$ cat src/rtl/act_rate_gate.sv
module act_rate_gate #(
  parameter int CW = 6,
  parameter int BW = 3
) (
  input  logic          clk,
  input  logic          rst_n,
  input  logic [1:0]    cmd,
  input  logic [BW-1:0] bank,
  input  logic [CW-1:0] faw_clks,
  input  logic [CW-1:0] rrd_clks,
  input  logic [CW-1:0] rcd_clks,
  input  logic          faw_off,
  output logic          grant
);
  localparam int NB = 1 << BW;
  localparam int NS = 4;

  function automatic logic [CW-1:0] down(input logic [CW-1:0] v);
    return (v == '0) ? '0 : v - 1'b1;
  endfunction

  logic [CW-1:0] gap_cnt;
  logic [CW-1:0] age [NS];
  logic [1:0]    oldest;
  logic [NB-1:0] opened;
  logic [CW-1:0] col_cnt [NB];

  wire is_nop = (cmd == 2'b00);
  wire is_act = (cmd == 2'b01);
  wire is_col = cmd[1];

  wire win_ok = faw_off || (age[oldest] == '0);
  wire act_go = is_act && (gap_cnt == '0) && win_ok;
  wire col_go = is_col && opened[bank] && (col_cnt[bank] == '0);

  assign grant = is_nop || act_go || col_go;

  always_ff @(posedge clk) begin
    if (!rst_n) begin
      gap_cnt <= '0;
      oldest  <= '0;
      opened  <= '0;
      for (int i = 0; i < NS; i++) age[i] <= '0;
      for (int b = 0; b < NB; b++) col_cnt[b] <= '0;
    end else begin
      gap_cnt <= act_go ? down(rrd_clks) : down(gap_cnt);
      if (act_go) oldest <= oldest + 2'd1;
      for (int i = 0; i < NS; i++)
        age[i] <= (act_go && oldest == i[1:0]) ? down(faw_clks) : down(age[i]);
      for (int b = 0; b < NB; b++) begin
        if (act_go && bank == b[BW-1:0]) begin
          col_cnt[b] <= down(rcd_clks);
          opened[b]  <= 1'b1;
        end else begin
          col_cnt[b] <= down(col_cnt[b]);
        end
      end
    end
  end

  logic [NS-1:0] busy;
  always_comb
    for (int i = 0; i < NS; i++) busy[i] = (age[i] != '0);


  nop_grant_chk: assert property (@(posedge clk) disable iff (!rst_n)
    is_nop |-> grant);


  rrd_gap_chk: assert property (@(posedge clk) disable iff (!rst_n)
    (act_go && rrd_clks > CW'(1)) |=> !(is_act && grant));


  faw_slots_chk: assert property (@(posedge clk) disable iff (!rst_n)
    (act_go && !faw_off) |-> ($countones(busy) <= 3));


  col_delay_chk: assert property (@(posedge clk) disable iff (!rst_n)
    (act_go && rcd_clks > CW'(1)) |=> !(is_col && grant && bank == $past(bank)));


  col_closed_chk: assert property (@(posedge clk) disable iff (!rst_n)
    (is_col && !opened[bank]) |-> !grant);
endmodule

$ cat config.mk
export PLATFORM = sky130hd
export DESIGN_NAME = act_rate_gate
export DESIGN_NICKNAME = d
export VERILOG_FILES = /design/src/rtl/act_rate_gate.sv
export SDC_FILE = /design/constraint.sdc
export NUM_CORES = 1
export LEC_CHECK = 0
export ABC_AREA = 1
export BUFFER_PORTS_ARGS = -buffer_cell sky130_fd_sc_hd__buf_2
export CAP_MARGIN = 20
export CORE_MARGIN = 4
export CORE_UTILIZATION = 40
export CTS_BUF_LIST = sky130_fd_sc_hd__clkbuf_8
export CTS_CLUSTER_SIZE = 8
export DETAILED_ROUTE_END_ITERATION = 16
export HOLD_SLACK_MARGIN = 0.08
export PLACE_DENSITY = 0.69
export REMOVE_ABC_BUFFERS = 1
export SYNTH_ARGS = -nofsm -noshare
export SYNTH_HDL_FRONTEND = slang
export SYNTH_SLANG_ARGS = --single-unit
export TNS_END_PERCENT = 30
$ cat constraint.sdc
create_clock -name clk -period 1.6 [get_ports clk]
set_input_delay 0.16 -clock clk [delete_from_list [all_inputs] [get_ports clk]]
set_output_delay 0.16 -clock clk [all_outputs]
set_load 0.03 [all_outputs]
=== Word level (Yosys, flattened, before mapping) ===
Memories as Yosys holds them, arrays and structs flattened. A register that Yosys moved wholly into a read port is not among the register bits.
Index checks and enable logic that the tools add are counted.

* Magnitude comparators: 1
* Eq/ne operators: 11
* Muxes and demuxes: 95
* Add/subtract/negate cells: 17
* Reduce and logical (&&, ||, !) cells: 40
* Bitwise gates (word level): 20

{| class="wikitable"
|+ Operators with widths
! operator !! number
|-
| $mux 6 || 41
|-
| $logic_not 6->1 || 18
|-
| $sub 6x1->6 const B || 16
|-
| $mux 1 || 51
|-
| $or 1x1->1 || 20
|-
| $logic_and 1x1->1 || 16
|-
| $eq 3x3->1 const B || 4
|-
| $eq 3x2->1 const B || 2
|-
| $eq 2x1->1 const B || 2
|-
| $eq 2x2->1 const B || 2
|-
| $logic_not 2->1 || 2
|-
| $lt 3x4->1 const B || 1
|-
| $mux 2 || 2
|-
| $bmux 1 s3 || 1
|-
| $eq 3x1->1 const B || 1
|-
| $logic_not 3->1 || 1
|-
| $logic_or 1x1->1 || 3
|-
| $add 2x1->2 const B || 1
|}

* Logic and storage cells: 196
* Register bits after elaboration: 16
* Memory bits (writable): 72
* Output and inout port bits: 1
* Input port bits: 26
* Memories kept: 2

{| class="wikitable"
|+ Memories
! name !! depth !! width !! rd ports !! clocked after Yosys merged registers in !! wr ports !! line !! text
|-
| col_cnt || 8 || 6 || 9 || 0 || 8 || 26 || <nowiki>logic [CW-1:0] col_cnt [NB];</nowiki>
|-
| age || 4 || 6 || 5 || 1 || 4 || 23 || <nowiki>logic [CW-1:0] age [NS];</nowiki>
|}

=== Logic depth before layout (Yosys ltp) ===
* Depth after elaboration: 9
* Depth in mapped cells: 13
* Mapped depth without buffers: 12

=== Worst setup path after synthesis ===
Ideal clock, no wire load.

* Kind: register to register
* Start: reg gap_cnt[0]
* End: mem col_cnt[2][2] (data pin)
* Period minus slack after synthesis: 1,768 ps
* Path buffers: 2
* Slack: -168 ps
* Stages on the path, launching flop included: 12
* Required time: 1,348 ps
* Arrival time: 1,516 ps
* Library setup time: 252 ps
* Path through: dfxtp_1 inv_1 ha_1 inv_1 nor2_1 nand3_2 nor2_4 buf_6 buf_4 nand4_1 nand2_1 nor2_1

{| class="wikitable"
|+ RTL lines
! what !! line !! text
|-
| start, declared || 22 || <nowiki>logic [CW-1:0] gap_cnt;</nowiki>
|-
| start signal, assigned || 46 || <nowiki>gap_cnt <= act_go ? down(rrd_clks) : down(gap_cnt);</nowiki>
|-
| end, declared || 26 ||
|}

==> impl_metrics.csv <==
group,metric,value,unit
sta,setup_viol,75,
logic_synthesis,yosysWarnings,0,
critical_path,path_cells,"nor3_2 -> o21ai_0 -> nor2_1 -> nand3_1 -> nand3_2 -> nand2_2 -> nand2_2 -> buf_6",
die,die_area,18800,µm²
logic_synthesis,ys_dominant_reg_cell,"edfxtp_1",
logic_synthesis,yosys-top-cells-area,"edfxtp_1 (22%), dfxtp_1 (13%), nand2_1 (11%), nor2_1 (11%), inv_1 (10%)",
critical_path,cp.buffers_inverters,1,
layout,seqCellArea,2310,µm²
route,via_per_inst,4.78,
global_routing,grt_max_degree,61,
die,die_w,137,µm
global_routing,grt_pass1_vias,6702,
clocking,ctsHoldBuffers,0,
clocking,cts_tree,"done",
sta,hold_violations,0,
pwr,max-vdd-ir-drop,0.00109,V
run_status,outcome,"complete, but fails checks",
placement,dp.cells,1390,
critical_path,max_stage_delay,0.42,ns
logic_synthesis,synth.top_cells.by_count,"nand2_1 (190), nor2_1 (188), inv_1 (184)",
logic_synthesis,synth_area,6680,µm²
route,route.vias.total,6869,
die,initial_core_util,41.5,%
critical_path,reg2reg_depth,14,
die,fp-row-count,46,
critical_path,worstSetupPathType,"reg -> out",
placement,dp_slack,-0.165,ns
logic_synthesis,ys_types,37,
route,wl,17300,µm
placement,port_buffers,26,
logic_synthesis,async_flop_share,0,%
layout,multi_input_area,4100,µm²
sta,final.setup.worst_slack,-0.372,ns
clocking,htreeDepth,3,
clocking,clock_latency,0.39,ns
sta,drv_slew,0,
critical_path,cp_num_cells,8,
clocking,clk_path_buf_depth,2,
global_routing,antenna_found_initial,0,
flow_run,maxCapViolations,0,
critical_path,critPathTopFamily,"simple AND/OR/NAND/NOR gates",
route,wl_per_cell,12.1,µm
clocking,path_clk_slew,0.09,ns
sta,skew,0.0205,ns
global_routing,grt_pass1_wl,29000,µm
placement,place.gp.congestion,0.860,
logic_synthesis,synthMostInstantiatedCell,"nand2_1",
sta,hold_slack,0.113,ns
hold_path,min_path_type,"in -> reg",
layout,final_cell_area,9250,µm²
logic_synthesis,syn_area_per_cell,6.72,µm²
critical_path,slowest_stage,"edfxtp_1",
global_routing,grt-ovfl-total,0,
layout,n_antenna_cell,0,
logic_synthesis,synth_edf_count,48,
critical_path,crit_arrival,1.81,ns
layout,instances_no_fill,1437,
critical_path,critPathMaxFanout,2,
sta,setup_tns,-8.49,ns
placement,dpl_cell_area,8210,µm²
pwr,total_leakage_power,0.00467,µW
critical_path,end_kind,"primary output",
logic_synthesis,syn_inst,995,
critical_path,critPathRequiredTime,1.44,ns
logic_synthesis,yosysTopAreaCell,"edfxtp_1",
clocking,cts.sinks,90,
pwr,p_per_area,1210,nW/µm²
sta,grt_setup_unrepaired,"yes",
clocking,numCtsBuffers,9,
die,io_pins,27,
die,core_area,16100,µm²
clocking,cts_root_buf,"clkbuf_8",
critical_path,start_kind,"flop",
global_routing,grt_usage,18.9,%
layout,fillers,1475,
sta,timing.final.crit_share,123,%
logic_synthesis,synth_seq_area_share,34.2,%
die,die_h,137,µm
run_status,violations,"negative setup slack",
route,post-route-drc-count,0,
hold_path,min_path_cells,4,
layout,nets,1278,
layout,area_growth_syn_to_layout,38.3,%
critical_path,crit_top_cell,"nand2_2",
sta,fin_crit,1.97,ns
route,dr.pass1.iters,5,
logic_synthesis,netlist.area_leader.share,21.6,%
placement,dpl.hpwl,12000,µm
layout,drive_above_1_share,28.3,%
logic_synthesis,ys_ff_latch,90,
sta,timing.fmax,507,MHz
route,final_antenna_net_count,0,
route,drt_iter0_markers,371,
[power breakdown]
part	internal, µW	total, µW	switching, µW	leakage (µW)
registers	2960	3200	239	0.000836
logic	3130	6510	3380	0.00374
clock network	577	1470	890	0.0000943
[per-stage QoR]
step	power, µW	util (%)
finish	11200	57.4
global route	12100	57.4
CTS	10600	55.7
detailed placement	8160	50.9
global placement	8070	50.9
floorplan	6190	-
[layer usage]
layer / track usage, % / up-vias / share of wire, % / wire length (µm)
li1: - / 3572 / - / -
met5: 0 / - / 0 / 0
met1: 22.4 / 3101 / 43 / 7420
met2: 33.9 / 162 / 50 / 8620
met3: 4.02 / 34 / 5.2 / 907
met4: 6.04 / 0 / 2.3 / 397
[worst paths after layout]
| kind | slack (ns) | start | to |
|---|---|---|---|
| worst max-delay path | -0.37 | col_cnt[3][1] | grant |
| worst min-delay path | 0.11 | rrd_clks[0] | gap_cnt[0] |
| worst max register to register | -0.24 | gap_cnt[1] | col_cnt[4][3] |
| worst min register to register | 0.46 | opened[7] | opened[7] |
[logic make-up (layout without fill, tap and decap cells)]
| group | count (synthesis) | in the layout | synth area share, % |
|---|---|---|---|
| adders and majority gates | 36 | 36 | 6.74 |
| other | 1 | 48 | 0.0561 |
| and+or+nand+nor | 526 | 527 | 35.4 |
| AOI/OAI and AO/OA | 118 | 118 | 9.21 |
| buffers and inverters | 215 | 393 | 13.3 |
| DFF | 90 | 90 | 34.2 |
| xor gates and xnor gates | 9 | 9 | 1.18 |
[cell type report]
class,instances,share of cell area [%]
repair buffers,185,18.1
well taps,216,2.92
multi-input cells,738,44.3
flip-flops and latches,90,24.9
inverters,192,7.80
clock buffers,9,1.34
clock inverters,7,0.555
[state kept, by name (all words and copies together), names as in the netlist, named ones only]
signal and cells:
col_cnt 48, oldest 2, opened 8, gap_cnt 6, age 24
[cells in the final DEF (no fill, tap or decap), types with 9 or more instances in the layout]
cell	n
a21oi_1	33
buf_12	16
buf_2	25
buf_4	124
buf_6	15
clkbuf_8	9
conb_1	48
dfxtp_1	23
dfxtp_2	19
edfxtp_1	48
ha_1	35
inv_1	173
inv_2	18
nand2_1	173
nand2_2	17
nand2_4	9
nand3_1	38
nand3_2	10
nand3_4	10
nand4_1	51
nor2_1	160
nor2_2	19
nor2_4	12
o21ai_0	35
o21ai_1	24
or2_2	10
[worst register-to-register path, delay by kind of cell (launching register included)]
kind | cells | cell delay, ns
adders and majority gates | 1 | 0.13
DFF | 1 | 0.33
and+or+nand+nor | 7 | 0.60
buffers and inverters | 6 | 0.54
[repair_timing]
item,CTS,global route
resized for setup,100,85
setup endpoints to repair,79,91
setup buffers,20,5
gates cloned,6,2
pin swaps,21,52
hold endpoints to repair,0,0
Power figures use the tool's default switching activity.
